## config.mk

```make
export PLATFORM = sky130hd
export DESIGN_NAME = mdio_mgmt_engine
export DESIGN_NICKNAME = d
export VERILOG_FILES = /design/src/rtl/mdio_pkg.sv /design/src/rtl/mdio_bit_timer.sv /design/src/rtl/mdio_frame_seq.sv /design/src/rtl/mdio_pin_ctl.sv /design/src/rtl/mdio_mgmt_engine.sv
export SDC_FILE = /design/constraint.sdc
export NUM_CORES = 1
export LEC_CHECK = 0
export ABC_AREA = 1
export CORE_UTILIZATION = 54
export CTS_BUF_LIST = sky130_fd_sc_hd__clkbuf_8
export CTS_CLUSTER_SIZE = 16
export DETAILED_ROUTE_END_ITERATION = 16
export DONT_BUFFER_PORTS = 1
export PLACE_DENSITY = 0.72
export SLEW_MARGIN = 20
export SYNTH_ARGS = -nofsm -noshare
export SYNTH_HDL_FRONTEND = slang
export SYNTH_HIERARCHICAL = 1
export SYNTH_SLANG_ARGS = --single-unit
```

## constraint.sdc

```tcl
create_clock -name clk -period 1.55 [get_ports clk]
set_input_delay 0.155 -clock clk [delete_from_list [all_inputs] [get_ports clk]]
set_output_delay 0.155 -clock clk [all_outputs]
set_load 0.01 [all_outputs]
```

## src/rtl/mdio_pkg.sv

```systemverilog
package mdio_pkg;

    localparam int PRE_LEN       = 32;
    localparam int BODY_LEN      = 32;
    localparam int FRAME_LEN     = PRE_LEN + BODY_LEN;
    localparam int IDX_W         = $clog2(FRAME_LEN);
    localparam int POS_W         = $clog2(BODY_LEN);
    localparam int HDR_LEN       = 14;
    localparam int TA_LEN        = 2;
    localparam int RD_DATA_START = HDR_LEN + TA_LEN;
    localparam int DATA_LEN      = 16;

    typedef enum logic [1:0] {
        OP_RSVD0 = 2'b00,
        OP_WRITE = 2'b01,
        OP_READ  = 2'b10,
        OP_RSVD3 = 2'b11
    } mdio_op_e;

    typedef struct packed {
        logic [1:0]          sof;
        mdio_op_e            op;
        logic [4:0]          phy_addr;
        logic [4:0]          reg_addr;
        logic [1:0]          turn;
        logic [DATA_LEN-1:0] data;
    } mgmt_word_t;

    typedef struct packed {
        logic             drive;
        logic             level;
        logic             capture;
        logic [POS_W-1:0] pos;
    } pin_ctl_t;

    function automatic int mdc_ratio(input longint unsigned hz);
        if (hz <= 64'd20_000_000)      return 8;
        else if (hz <= 64'd40_000_000) return 16;
        else if (hz <= 64'd80_000_000) return 32;
        else                           return 64;
    endfunction

endpackage

```

## src/rtl/mdio_bit_timer.sv

```systemverilog
module mdio_bit_timer #(
    parameter int RATIO = 64
) (
    input  logic clk,
    input  logic rst,
    input  logic run,
    output logic mdc,
    output logic sample_tick,
    output logic bit_end
);
    localparam int CW   = $clog2(RATIO);
    localparam int HALF = RATIO / 2;

    logic [CW-1:0] cnt_q;
    logic [CW-1:0] hi_run_q;

    always_ff @(posedge clk) begin
        if (rst || !run) cnt_q <= '0;
        else if (bit_end) cnt_q <= '0;
        else              cnt_q <= cnt_q + 1'b1;
    end

    assign mdc         = run & cnt_q[CW-1];
    assign sample_tick = run && (cnt_q == CW'(HALF - 1));
    assign bit_end     = run && (cnt_q == CW'(RATIO - 1));

    // Counts the consecutive cycles for which mdc has already been high.
    always_ff @(posedge clk) begin
        if (rst || !mdc) hi_run_q <= '0;
        else             hi_run_q <= hi_run_q + 1'b1;
    end

    p_mdc_high_width_r8: assert property (@(posedge clk) disable iff (rst)
        mdc |-> (hi_run_q < CW'(HALF)));

    p_bit_end_high_r5: assert property (@(posedge clk) disable iff (rst)
        bit_end |-> mdc);

endmodule

```

## src/rtl/mdio_frame_seq.sv

```systemverilog
module mdio_frame_seq
    import mdio_pkg::*;
(
    input  logic             clk,
    input  logic             rst,
    input  logic             start,
    input  logic             bit_end,
    output logic             busy,
    output logic [IDX_W-1:0] bit_idx
);
    always_ff @(posedge clk) begin
        if (rst) begin
            busy    <= 1'b0;
            bit_idx <= '0;
        end else if (start) begin
            busy    <= 1'b1;
            bit_idx <= '0;
        end else if (busy && bit_end) begin
            if (bit_idx == IDX_W'(FRAME_LEN - 1)) begin
                busy    <= 1'b0;
                bit_idx <= '0;
            end else begin
                bit_idx <= bit_idx + 1'b1;
            end
        end
    end

    p_idx_hold_r5: assert property (@(posedge clk) disable iff (rst)
        (busy && !bit_end && !start) |=> $stable(bit_idx));

endmodule

```

## src/rtl/mdio_pin_ctl.sv

```systemverilog
module mdio_pin_ctl
    import mdio_pkg::*;
(
    input  logic             busy,
    input  logic [IDX_W-1:0] bit_idx,
    input  mgmt_word_t       word,
    output pin_ctl_t         ctl
);
    logic [IDX_W-1:0] body_full;
    logic [POS_W-1:0] j;
    logic             in_body;
    logic             is_read;
    logic             released;
    logic [BODY_LEN-1:0] bits;

    always_comb begin
        bits      = word;
        in_body   = bit_idx >= IDX_W'(PRE_LEN);
        body_full = bit_idx - IDX_W'(PRE_LEN);
        j         = body_full[POS_W-1:0];
        is_read   = (word.op == OP_READ);
        released  = is_read && in_body && (j >= POS_W'(HDR_LEN));

        ctl.pos     = POS_W'(BODY_LEN - 1) - j;
        ctl.drive   = busy && !released;
        ctl.level   = (busy && in_body && !released) ? bits[ctl.pos] : 1'b1;
        ctl.capture = busy && is_read && in_body && (j >= POS_W'(RD_DATA_START));
    end

endmodule

```

## src/rtl/mdio_mgmt_engine.sv

```systemverilog
module mdio_mgmt_engine
    import mdio_pkg::*;
#(
    parameter longint unsigned SYS_CLK_HZ = 100_000_000
) (
    input  logic        clk,
    input  logic        rst,
    input  logic        mgmt_en,
    input  logic        wr_en,
    input  logic [31:0] wr_data,
    output logic [31:0] rd_data,
    output logic        idle,
    output logic        mdc,
    output logic        mdio_o,
    output logic        mdio_oe,
    input  logic        mdio_i
);
    localparam int RATIO = mdc_ratio(SYS_CLK_HZ);

    mgmt_word_t       word_q;
    logic             busy;
    logic [IDX_W-1:0] bit_idx;
    logic             sample_tick;
    logic             bit_end;
    logic             accept;
    pin_ctl_t         ctl;

    assign accept = wr_en && mgmt_en && !busy;

    mdio_bit_timer #(.RATIO(RATIO)) u_timer (
        .clk         (clk),
        .rst         (rst),
        .run         (busy),
        .mdc         (mdc),
        .sample_tick (sample_tick),
        .bit_end     (bit_end)
    );

    mdio_frame_seq u_seq (
        .clk     (clk),
        .rst     (rst),
        .start   (accept),
        .bit_end (bit_end),
        .busy    (busy),
        .bit_idx (bit_idx)
    );

    mdio_pin_ctl u_pins (
        .busy    (busy),
        .bit_idx (bit_idx),
        .word    (word_q),
        .ctl     (ctl)
    );

    always_ff @(posedge clk) begin
        if (rst) begin
            word_q <= '0;
        end else if (accept) begin
            word_q <= mgmt_word_t'(wr_data);
        end else if (ctl.capture && sample_tick) begin
            word_q.data[ctl.pos[$clog2(DATA_LEN)-1:0]] <= mdio_i;
        end
    end

    assign rd_data = word_q;
    assign idle    = !busy;
    assign mdio_o  = ctl.level;
    assign mdio_oe = ctl.drive;

    p_idle_drop_r2: assert property (@(posedge clk) disable iff (rst)
        (wr_en && mgmt_en && idle) |=> !idle);

    p_ignore_disabled_r3: assert property (@(posedge clk) disable iff (rst)
        (wr_en && !mgmt_en && idle) |=> (idle && $stable(rd_data)));

    p_ignore_busy_r4: assert property (@(posedge clk) disable iff (rst)
        (!idle && word_q.op != OP_READ) |=> $stable(rd_data));

    p_edge_align_r5: assert property (@(posedge clk) disable iff (rst)
        (!idle && $past(!idle) && !$stable(mdio_o)) |-> $fell(mdc));

    p_release_r7: assert property (@(posedge clk) disable iff (rst)
        (!idle && word_q.op == OP_READ && bit_idx >= IDX_W'(PRE_LEN + HDR_LEN)) |-> !mdio_oe);

    p_idle_pins_r9: assert property (@(posedge clk) disable iff (rst)
        idle |-> (!mdc && !mdio_oe));

endmodule

```

==> results.md <==
- Post-synthesis mux area share: 0
- Number of global-route vias before repair: 2551
- Worst path slowest cell: nor2_1
- Most frequent cell on the critical path: nor2_1
- Initial DRC count: 157
- Post-synth top flop: dfxtp_1
- Synthesized Nets: 500
- Worst Hold Depth: 2
- RR Endpoint: rd_data[4]
- Crit path largest cell delay: 490 ps
- Type of the worst min-delay path: primary input to register
- Synth Instances: 461
- Switching pwr: 0.653 mW
- Async S/R FF share, synth: 0
- Worst-path clk slew: 90 ps
- Comb power frac: 0.118
- Slew @ Worst Pin: 601 ps
- H-tree depth: 2
- Die H: 73.0 µm
- Gr ovfl total: 0
- Setup tns final: -640 ps
- Overall Power: 2.29 mW
- Period utilization: 1.07
- Largest net degree at the start of global routing: 29
- Starting density of the core: 0.569
- Seq cells post-synth: 45
- Adder-cell share of the synthesized area: 0.00919
- Seq pwr share: 0.557
- Post-route ant nets: 0
- Fmax: 0.605 GHz
- Clk root buf: clkbuf_8
- CP Capture Point: rd_data[4]
- Post-synth cell types: 29
- Die area: 5330 µm²
- Slew Limit Fails: 0
- CTS Buf Count: 5
- Clock latency on the worst-skew pair: 300 ps
- P per Cell Area: 666 nW/µm²
- VDD IR-drop max: 0.499 mV
- Main combinational cell family by area after synthesis: simple AND/OR/NAND/NOR gates
- Pre-antenna DRT Iters: 5
- Final min period: 1650 ps
- Die width: 73.0 µm
- Crit-path leading delay family: simple AND/OR/NAND/NOR gates
- Clock network power share: 0.325
- Critical path class: register to register
- Max cap viols: 0
- Initial antenna violation count: 0
- Sequential area share after synthesis: 0.331
- Drt wl/cell: 13.1 µm
- Routed wire length: 7530 µm
- Cell Area, Synth: 2720 µm²
- Dominant cells by area after synthesis: dfxtp_1 33%, nand2_1 20%, nor2_1 13%
- Ys Warns: 6
- CP bufs+invs: 1
- CP Launch Type: register
- Setup Viol. Count Final: 15
- Slew Limit Headroom: 0.598
- PortBufs: 0
- Critical Path Stages: 7
- Post-synth EDFFs: 0
- Yosys top cell area share: 0.331
- Largest fanout on the critical path: 12
- Synth Area in Simple Gates: 0.476
- Crit path DAT: 1850 ps
- Drc violations: 0
- Fin. Hold Viols: 0
- FF-to-FF path depth: 7
- Failing checks: setup timing
- Synth Area in XOR/XNOR: 0.00322
- Crit end category: register
- Data required, critical path: 1740 ps
- GRT Overall Usage: 0.275
- Leak: 1.61 nW
- First-pass GRT wire length: 11400 µm
- Clock Skews: 7.31 ps
- Syn avg cell area: 5.91 µm²
- RSZ-0062 raised after global routing: true
- Worst setup margin: -104 ps
- DR vias: 2947
- Outcome: complete, but fails checks
- R2R Path Start: u_seq/bit_idx[1]
- Synth area leader: dfxtp_1
- Worst setup path startpoint: u_seq/bit_idx[1]
- N_diodes: 0
- Clk buf depth: 2
- Top Ports: 73
- Cell Chain, Critical Path: inv_2 -> nor2_1 -> nand3_1 -> nand2_1 -> nand2_1 -> nor2_1 -> nor2_1
- Share of cells above drive strength 1: 0.227
- Worst R2R Setup Slack: -100 ps
- HPWL Detailed: 4950 µm
- GPL Wtd Cong: 0.886
- Pint: 1.64 mW
- Site row count: 25
- Clock sink total: 45
- Synth Area in Compound Gates: 0.0473
- Nets: 544
- Switching share of power: 0.285
- Vias/cell: 5.14
- Core area: 4790 µm²
- Layout area overhead: 26.3%
- CTS tree: yes
- Hold WS: 7.31 ps
[registers in the layout, summed over array words and instances, names as in the netlist]
name	count
rd_data	32
u_seq/bit_idx	6
u_seq/busy	1
u_timer/cnt_q	6
[Yosys cell counts (all sizes together) (2+ instances only)]
cell	n
buf	13
ha	2
nand4	2
o21ai	17
nand3	52
nor3	2
nand2	148
a21oi	5
dfxtp	45
nor2	99
nor4	2
inv	68
[stage by stage]
step | worst slack, ps | area, µm² | utilization | std cells
5_1_grt | -179 | 3440 | 0.719 | 573
2_1_floorplan | 0.950 | 2730 | - | 461
3_3_place_gp | -112 | 2900 | 0.606 | 539
3_5_place_dp | -167 | 2900 | 0.606 | 539
4_1_cts | -91.2 | 3220 | 0.672 | 564
6_report | -104 | 3440 | 0.719 | 573
[cells in the final DEF (no fill, tap or decap)]
cell type	Yosys	final
ha_4	0	1
buf_4	3	29
inv_1	59	59
dfxtp_4	0	1
nor2_1	91	81
inv_8	0	2
nand2_4	0	6
clkbuf_8	0	5
ha_1	2	1
nor2_4	4	6
nor4_2	0	1
clkinv_2	0	1
dfxtp_2	0	6
clkinvlp_4	0	2
nand4_1	2	2
o21ai_0	17	17
nand3b_1	1	1
buf_6	2	6
nand2_2	5	17
dlygate4sd3_1	0	15
o21bai_1	1	1
nor4_1	2	1
a21oi_2	1	1
nand3_1	50	44
inv_2	8	6
inv_6	1	1
nor3_4	0	1
nor2_2	4	12
inv_4	0	1
xor2_1	1	1
nand2_1	143	125
a211oi_2	0	1
clkinv_1	1	1
a21oi_1	4	4
nand3_2	2	8
dfxtp_1	45	38
nor3_2	1	1
[cell type report]
cell class | count | area [µm²]
clock buffers | 5 | 68.8
clock inverters | 3 | 21.3
fillers | 415 | 1350
inverters | 69 | 277
multi-input cells | 333 | 1640
flip-flops and latches | 45 | 912
well taps | 67 | 83.8
repair buffers | 50 | 435
repair inverters | 1 | 7.51
[worst min path at each step]
stage / start / slack, ps / to
global route: wr_data[29] / 20 / rd_data[29]
CTS: wr_data[28] / 5 / rd_data[28]
floorplan: rst / 230 / rd_data[13]
global placement: rst / 230 / rd_data[13]
detailed placement: rst / 230 / rd_data[3]
finish: wr_data[29] / 7 / rd_data[29]
[timing repair]
action                                 CTS  global route
setup endpoints to repair               18            24
endpoints found under the hold margin   20             0
cloned                                   1             0
hold buffers                            15             0
pin swaps                               13            24
gates resized for setup                 17            48
buffers inserted                         1             9
[power groups by stage]
stage	logic [mW]	registers, mW	clock network [mW]
6_report	0.271	1.28	0.744
5_1_grt	0.305	1.29	0.808
4_1_cts	0.259	1.28	0.763
3_5_place_dp	0.225	1.31	0
3_3_place_gp	0.221	1.30	0
2_1_floorplan	0.169	1.30	0
[logic make-up (layout without fill, tap and decap cells)]
family | Yosys count | in the layout
flip-flops | 45 | 45
adder cells (fa/ha/maj) | 2 | 2
AO/OA/AOI/OAI | 24 | 24
buffers and inverters | 83 | 128
XOR/XNOR | 1 | 1
AND/OR/NAND/NOR | 306 | 306
[routing by layer]
layer | global-route usage | vias up | part of all wire
met5 | 0 | - | 0
met4 | 0.0697 | 0 | 0.013
met3 | 0.0718 | 11 | 0.079
met2 | 0.470 | 133 | 0.48
met1 | 0.343 | 1310 | 0.43
li1 | - | 1493 | -
(Power assumes the default switching activity.)
